### config.mk
export PLATFORM = sky130hd
export DESIGN_NAME = xlat_tlb
export DESIGN_NICKNAME = d
export VERILOG_FILES = /design/src/rtl/tlb_pkg.sv /design/src/rtl/tlb_way_match.sv /design/src/rtl/tlb_victim.sv /design/src/rtl/xlat_tlb.sv
export SDC_FILE = /design/constraint.sdc
export NUM_CORES = 2
export LEC_CHECK = 0
export BUFFER_PORTS_ARGS = -buffer_cell sky130_fd_sc_hd__buf_2
export CAP_MARGIN = 15
export CELL_PAD_IN_SITES_DETAIL_PLACEMENT = 1
export CELL_PAD_IN_SITES_GLOBAL_PLACEMENT = 2
export CORE_MARGIN = 2
export CORE_UTILIZATION = 51
export DETAILED_ROUTE_END_ITERATION = 6
export PLACE_DENSITY = 0.87
export SETUP_SLACK_MARGIN = 0.15
export SYNTH_ARGS = -nofsm -noshare
export SYNTH_HDL_FRONTEND = slang
export SYNTH_SLANG_ARGS = --single-unit
export TNS_END_PERCENT = 20
### constraint.sdc
create_clock -name clk -period 14.4 [get_ports clk]
set_clock_uncertainty 0.15 [all_clocks]
set_input_delay 0.72 -clock clk [delete_from_list [all_inputs] [get_ports clk]]
set_output_delay 0.72 -clock clk [all_outputs]
set_load 0.1 [all_outputs]
### src/rtl/tlb_pkg.sv
package tlb_pkg;
    localparam int VPN_W       = 20;
    localparam int OFF_W       = 12;
    localparam int PTE_W       = 32;
    localparam int SET_W       = 4;
    localparam int WAYS        = 4;
    localparam int SETS        = 1 << SET_W;
    localparam int TAG_W       = VPN_W - SET_W;
    localparam int WAY_W       = $clog2(WAYS);
    localparam int PPN_W       = PTE_W - OFF_W;
    localparam int PTE_PRESENT = 0;
    localparam int PTE_GLOBAL  = 8;

    typedef logic [VPN_W-1:0] vpn_t;
    typedef logic [SET_W-1:0] set_idx_t;
    typedef logic [TAG_W-1:0] tag_t;
    typedef logic [WAY_W-1:0] way_t;
    typedef logic [PTE_W-1:0] pte_t;

    typedef struct packed {
        logic valid;
        tag_t tag;
        pte_t pte;
    } tlb_entry_t;

    typedef enum logic [1:0] {
        PLACE_NONE  = 2'd0,
        PLACE_MATCH = 2'd1,
        PLACE_FREE  = 2'd2,
        PLACE_EVICT = 2'd3
    } place_kind_e;

    function automatic set_idx_t vpn_set(input vpn_t v);
        return v[SET_W-1:0];
    endfunction

    function automatic tag_t vpn_tag(input vpn_t v);
        return v[VPN_W-1:SET_W];
    endfunction
endpackage

### src/rtl/tlb_way_match.sv
module tlb_way_match
    import tlb_pkg::*;
#(
    parameter int N_WAYS = WAYS
) (
    input  logic [N_WAYS-1:0]            way_valid,
    input  logic [N_WAYS-1:0][TAG_W-1:0] way_tag,
    input  tag_t                         probe_tag,
    output logic [N_WAYS-1:0]            hit_vec,
    output logic                         hit_any,
    output way_t                         hit_way
);
    genvar g;
    generate
        for (g = 0; g < N_WAYS; g++) begin : g_cmp
            assign hit_vec[g] = way_valid[g] && (way_tag[g] == probe_tag);
        end
    endgenerate

    assign hit_any = |hit_vec;

    always_comb begin
        hit_way = '0;
        for (int w = N_WAYS - 1; w >= 0; w--) begin
            if (hit_vec[w]) hit_way = way_t'(w);
        end
    end
endmodule

### src/rtl/tlb_victim.sv
module tlb_victim
    import tlb_pkg::*;
#(
    parameter int N_WAYS = WAYS
) (
    input  logic [N_WAYS-1:0] way_valid,
    input  logic              match_any,
    input  way_t              match_way,
    input  way_t              rr_ptr,
    output way_t              pick_way,
    output place_kind_e       pick_kind
);
    logic free_any;
    way_t free_way;

    always_comb begin
        free_any = 1'b0;
        free_way = '0;
        for (int w = N_WAYS - 1; w >= 0; w--) begin
            if (!way_valid[w]) begin
                free_any = 1'b1;
                free_way = way_t'(w);
            end
        end
    end

    always_comb begin
        if (match_any) begin
            pick_way  = match_way;
            pick_kind = PLACE_MATCH;
        end else if (free_any) begin
            pick_way  = free_way;
            pick_kind = PLACE_FREE;
        end else begin
            pick_way  = rr_ptr;
            pick_kind = PLACE_EVICT;
        end
    end
endmodule

### src/rtl/xlat_tlb.sv
module xlat_tlb
    import tlb_pkg::*;
(
    input  logic        clk,
    input  logic        rst,
    input  logic        lk_valid,
    input  logic [19:0] lk_vpn,
    input  logic [11:0] lk_off,
    output logic        lk_hit,
    output logic        lk_miss,
    output logic [31:0] lk_pa,
    output logic [11:0] lk_flags,
    input  logic        fill_en,
    input  logic [19:0] fill_vpn,
    input  logic [31:0] fill_pte,
    input  logic        flush_task,
    input  logic        inv_en,
    input  logic [19:0] inv_vpn
);
    tlb_entry_t [WAYS-1:0] mem [SETS];
    way_t                  rr  [SETS];

    // three probe ports: lookup, fill, invalidate
    localparam int N_PROBE = 3;
    localparam int PR_LK   = 0;
    localparam int PR_FILL = 1;
    localparam int PR_INV  = 2;

    vpn_t                  probe_vpn [N_PROBE];
    set_idx_t              probe_set [N_PROBE];
    logic [WAYS-1:0]            pv    [N_PROBE];
    logic [WAYS-1:0][TAG_W-1:0] pt    [N_PROBE];
    logic [WAYS-1:0]       p_hitvec  [N_PROBE];
    logic                  p_any     [N_PROBE];
    way_t                  p_way     [N_PROBE];

    assign probe_vpn[PR_LK]   = lk_vpn;
    assign probe_vpn[PR_FILL] = fill_vpn;
    assign probe_vpn[PR_INV]  = inv_vpn;

    genvar gp;
    generate
        for (gp = 0; gp < N_PROBE; gp++) begin : g_probe
            assign probe_set[gp] = vpn_set(probe_vpn[gp]);
            always_comb begin
                for (int w = 0; w < WAYS; w++) begin
                    pv[gp][w] = mem[probe_set[gp]][w].valid;
                    pt[gp][w] = mem[probe_set[gp]][w].tag;
                end
            end
            tlb_way_match #(.N_WAYS(WAYS)) u_match (
                .way_valid (pv[gp]),
                .way_tag   (pt[gp]),
                .probe_tag (vpn_tag(probe_vpn[gp])),
                .hit_vec   (p_hitvec[gp]),
                .hit_any   (p_any[gp]),
                .hit_way   (p_way[gp])
            );
        end
    endgenerate

    // lookup result
    tlb_entry_t lk_ent;
    assign lk_ent   = mem[probe_set[PR_LK]][p_way[PR_LK]];
    assign lk_hit   = lk_valid && p_any[PR_LK];
    assign lk_miss  = lk_valid && !p_any[PR_LK];
    assign lk_pa    = {lk_ent.pte[PTE_W-1:OFF_W], lk_off};
    assign lk_flags = lk_ent.pte[OFF_W-1:0];

    // fill placement
    way_t        fill_way;
    place_kind_e fill_kind;
    logic        fill_ok;

    tlb_victim #(.N_WAYS(WAYS)) u_victim (
        .way_valid (pv[PR_FILL]),
        .match_any (p_any[PR_FILL]),
        .match_way (p_way[PR_FILL]),
        .rr_ptr    (rr[probe_set[PR_FILL]]),
        .pick_way  (fill_way),
        .pick_kind (fill_kind)
    );

    assign fill_ok = fill_en && fill_pte[PTE_PRESENT] && !flush_task && !inv_en;

    tlb_entry_t fill_ent;
    assign fill_ent = '{valid: 1'b1, tag: vpn_tag(fill_vpn), pte: fill_pte};

    always_ff @(posedge clk) begin
        if (rst) begin
            for (int s = 0; s < SETS; s++) begin
                mem[s] <= '0;
                rr[s]  <= '0;
            end
        end else begin
            if (flush_task) begin
                for (int s = 0; s < SETS; s++) begin
                    for (int w = 0; w < WAYS; w++) begin
                        if (!mem[s][w].pte[PTE_GLOBAL]) mem[s][w].valid <= 1'b0;
                    end
                end
            end
            if (inv_en && p_any[PR_INV]) begin
                mem[probe_set[PR_INV]][p_way[PR_INV]].valid <= 1'b0;
            end
            if (fill_ok) begin
                mem[probe_set[PR_FILL]][fill_way] <= fill_ent;
                if (fill_kind == PLACE_EVICT) begin
                    rr[probe_set[PR_FILL]] <= rr[probe_set[PR_FILL]] + 1'b1;
                end
            end
        end
    end
endmodule

==> run_results.csv <==
group,metric,value,unit
outcome,status,"finished with violations",
outcome,violations,"max-slew violations",
floorplan,chipWidth,573.4,µm
timing,timing.final.crit_period,9.916,ns
logic_synthesis,synth.cell_area,165400,µm²
power_and_ir_drop,power_density,123.3,nW/µm²
worst_hold_path,hold_path.class,"input port to register",
floorplan,die_h,573.4,µm
floorplan,design.die.area,328800,µm²
global_routing,antenna_found_initial,48,
final_layout,nets,10813,
timing,maxSlewHeadroom,-0.5962,%
logic_synthesis,yosysMostFrequentCell,"edfxtp_1",
logic_synthesis,synthTopCellsByArea,"edfxtp_1 58%, mux4_2 19%, and2_1 5.0%",
global_routing,grt_pass1_wl,957.5,mm
logic_synthesis,ys_ff_latch,3168,
detailed_routing,dr_total_vias,116459,
final_layout,area_growth,9.628,%
placed_design,place_congestion,1.007,
clock_network,clkTransAtPathRegs,0.06,ns
detailed_routing,ant_nets,0,
detailed_routing,drtIter0Drc,21414,
job,max_cap_viol_count,0,
detailed_routing,drc_errors,0,
timing,rsz0062_at_grt,"false",
power_and_ir_drop,p_leak,0.06359,µW
final_layout,fill_cells,29740,
logic_synthesis,yosys.area.top_type,"edfxtp_1",
floorplan,start_util,51.12,%
timing,worst_pin_slew,1.509,ns
worst_setup_path,arrival,9.05,ns
clock_network,cts_buffer_depth,4,
logic_synthesis,synth_nets,11267,
worst_setup_path,cp_max_fo,86,
worst_setup_path,cp-end-kind,"primary output",
timing,fmaxAchievable,100.9,MHz
power_and_ir_drop,peakVddDrop,125.1,µV
clock_network,cts_buffers,346,
worst_setup_path,cp-start-kind,"input port",
logic_synthesis,yosysTopAreaCellShare,57.53,%
worst_setup_path,critPathKind,"input port to primary output",
clock_network,clk_latency,0.99,ns
floorplan,top_level_ports,156,
global_routing,grt_max_degree,372,
clock_network,cts_tree,"done",
power_and_ir_drop,p_total,22360,µW
global_routing,overflow,0,
logic_synthesis,ys_seq_area_share,57.53,%
timing,setup_viol,0,
clock_network,cts_hold_buf,0,
global_routing,grtUsageTotal,41.83,%
timing,tns,0,ns
clock_network,cts_resized,0,
clock_network,cts_root_buf,"clkbuf_16",
detailed_routing,dr.pass1.iters,7,
detailed_routing,via_per_inst,7.589,
logic_synthesis,synth-main-ff-cell,"edfxtp_1",
clock_network,post_cts_buffers,0,
timing,fin_crit_sh,68.86,%
logic_synthesis,synth_cells,11157,
clock_network,cts_max_level,5,
worst_setup_path,required,13.53,ns
logic_synthesis,synth.avg_cell_area,14.82,µm²
detailed_routing,totalWireLength,693.9,mm
placed_design,io_buffers,131,
final_layout,drive_gt1_share,24.48,%
logic_synthesis,yosysWarnings,0,
detailed_routing,wl_per_cell,45.21,µm
logic_synthesis,netlist_top_cells_count,"3168 x edfxtp_1, 1386 x mux4_2, 1329 x and2_1, 783 x nor3_1, 753 x clkbuf_1",
logic_synthesis,synth-edff-count,3168,
timing,final_hold_viol_count,0,
logic_synthesis,ys_async_sr_fraction,0,%
global_routing,grt_pass1_vias,117277,
clock_network,cts_num_sinks,3168,
final_layout,seqCellArea,95130,µm²
timing,drv_slew,87,
placed_design,dp_hpwl,405.5,mm
logic_synthesis,synthDistinctLibCells,97,
final_layout,multi_input_area,65310,µm²
floorplan,rows,209,
floorplan,fp.coreArea,323500,µm²
layer usage:
layer / track usage (%) / wire length (µm) / up-vias
met5: 0.08711 / 173 / -
met3: 13.15 / 103200 / 2688
li1: - / - / 42661
met2: 60.75 / 300800 / 10919
met4: 29.84 / 61360 / 22
met1: 53.38 / 228300 / 60169
power breakdown:
| part | internal, µW | leakage [µW] | switching [µW] |
|---|---|---|---|
| Combinational | 839 | 0.0254 | 1850 |
| Sequential | 10400 | 0.0328 | 167 |
| Clock | 5140 | 0.00542 | 3930 |
| Total | 16400 | 0.0636 | 5940 |
cells by family after synthesis:
logic type / count (synthesis) / synth area share [%]
AND/OR/NAND/NOR: 3865 / 12.99
flip-flops: 3168 / 57.53
multiplexers: 1817 / 21.52
buffers and inverters: 1379 / 3.730
AO/OA/AOI/OAI: 703 / 3.041
XOR/XNOR: 225 / 1.192
cell type report:
type | instances | area share (%)
sequential | 3168 | 52.47
clock inverter | 215 | 1.167
multi-input combinational | 6610 | 36.03
timing repair buffer | 510 | 2.161
inverter | 67 | 0.1525
clock buffer | 411 | 4.981
antenna | 40 | 0.05521
tap | 4325 | 2.985
cells in the final DEF (no fill, tap or decap), types with 34 or more instances in the layout:
| cell type | count |
|---|---|
| clkinv_1 | 80 |
| buf_2 | 125 |
| a21oi_1 | 74 |
| clkbuf_1 | 59 |
| o21ai_0 | 65 |
| mux2i_1 | 382 |
| edfxtp_1 | 3168 |
| xor2_1 | 61 |
| nor3_1 | 783 |
| and3_1 | 553 |
| bufinv_16 | 37 |
| mux2_2 | 49 |
| a22oi_1 | 52 |
| xnor2_1 | 164 |
| mux4_2 | 1386 |
| nand2_1 | 279 |
| nand3_1 | 34 |
| clkinv_2 | 61 |
| nor2_1 | 535 |
| buf_4 | 347 |
| nor2_4 | 37 |
| nor4_1 | 56 |
| a211oi_1 | 83 |
| diode_2 | 40 |
| nor2b_1 | 42 |
| and2_1 | 1329 |
| o22ai_1 | 44 |
| a31oi_1 | 43 |
| inv_1 | 46 |
| clkbuf_16 | 352 |
| o21ai_4 | 62 |
| o221ai_1 | 46 |
| nor3_2 | 49 |
sequential cells by signal, indices dropped and copies added, names as in the netlist:
name	flops
mem	3136
rr	32
worst paths after layout:
path                      from      endpoint  slack, ns  depth (start not counted)
setup reg to reg  mem[13][136]    mem[2][53]       7.10                         12
hold / removal    fill_pte[29]  mem[12][176]       0.09                          2
hold reg to reg   mem[13][106]  mem[13][146]       0.54                          1
setup / recovery     lk_vpn[0]   lk_flags[1]       4.48                         17
worst max-delay path, stage by stage:
cell      delay [ns]
buf_8           0.47
buf_4           0.93
buf_12          0.59
buf_4           0.72
mux4_2          0.35
mux2_2          0.14
nand2_1         0.05
o22ai_1         0.51
nand4_1         0.15
or4_1           0.79
a21boi_1        0.27
buf_4           0.26
nor3_4          0.57
buf_4           0.42
nor2b_2         1.08
a211oi_1        0.44
buf_2           0.43
stage by stage:
stage	setup WS, ns	hold slack, ns	util (%)	area (µm²)	cells
floorplan	6.483	0.4701	-	165400	11157
global placement	4.785	0.4856	52.51	169900	14667
detailed placement	4.615	0.4994	52.54	170000	14672
CTS	4.597	0.04453	55.99	181100	15298
finish	4.485	0.08735	56.05	181300	15346
global route	4.310	0.07632	56.02	181200	15310
(Power assumes the default switching activity.)
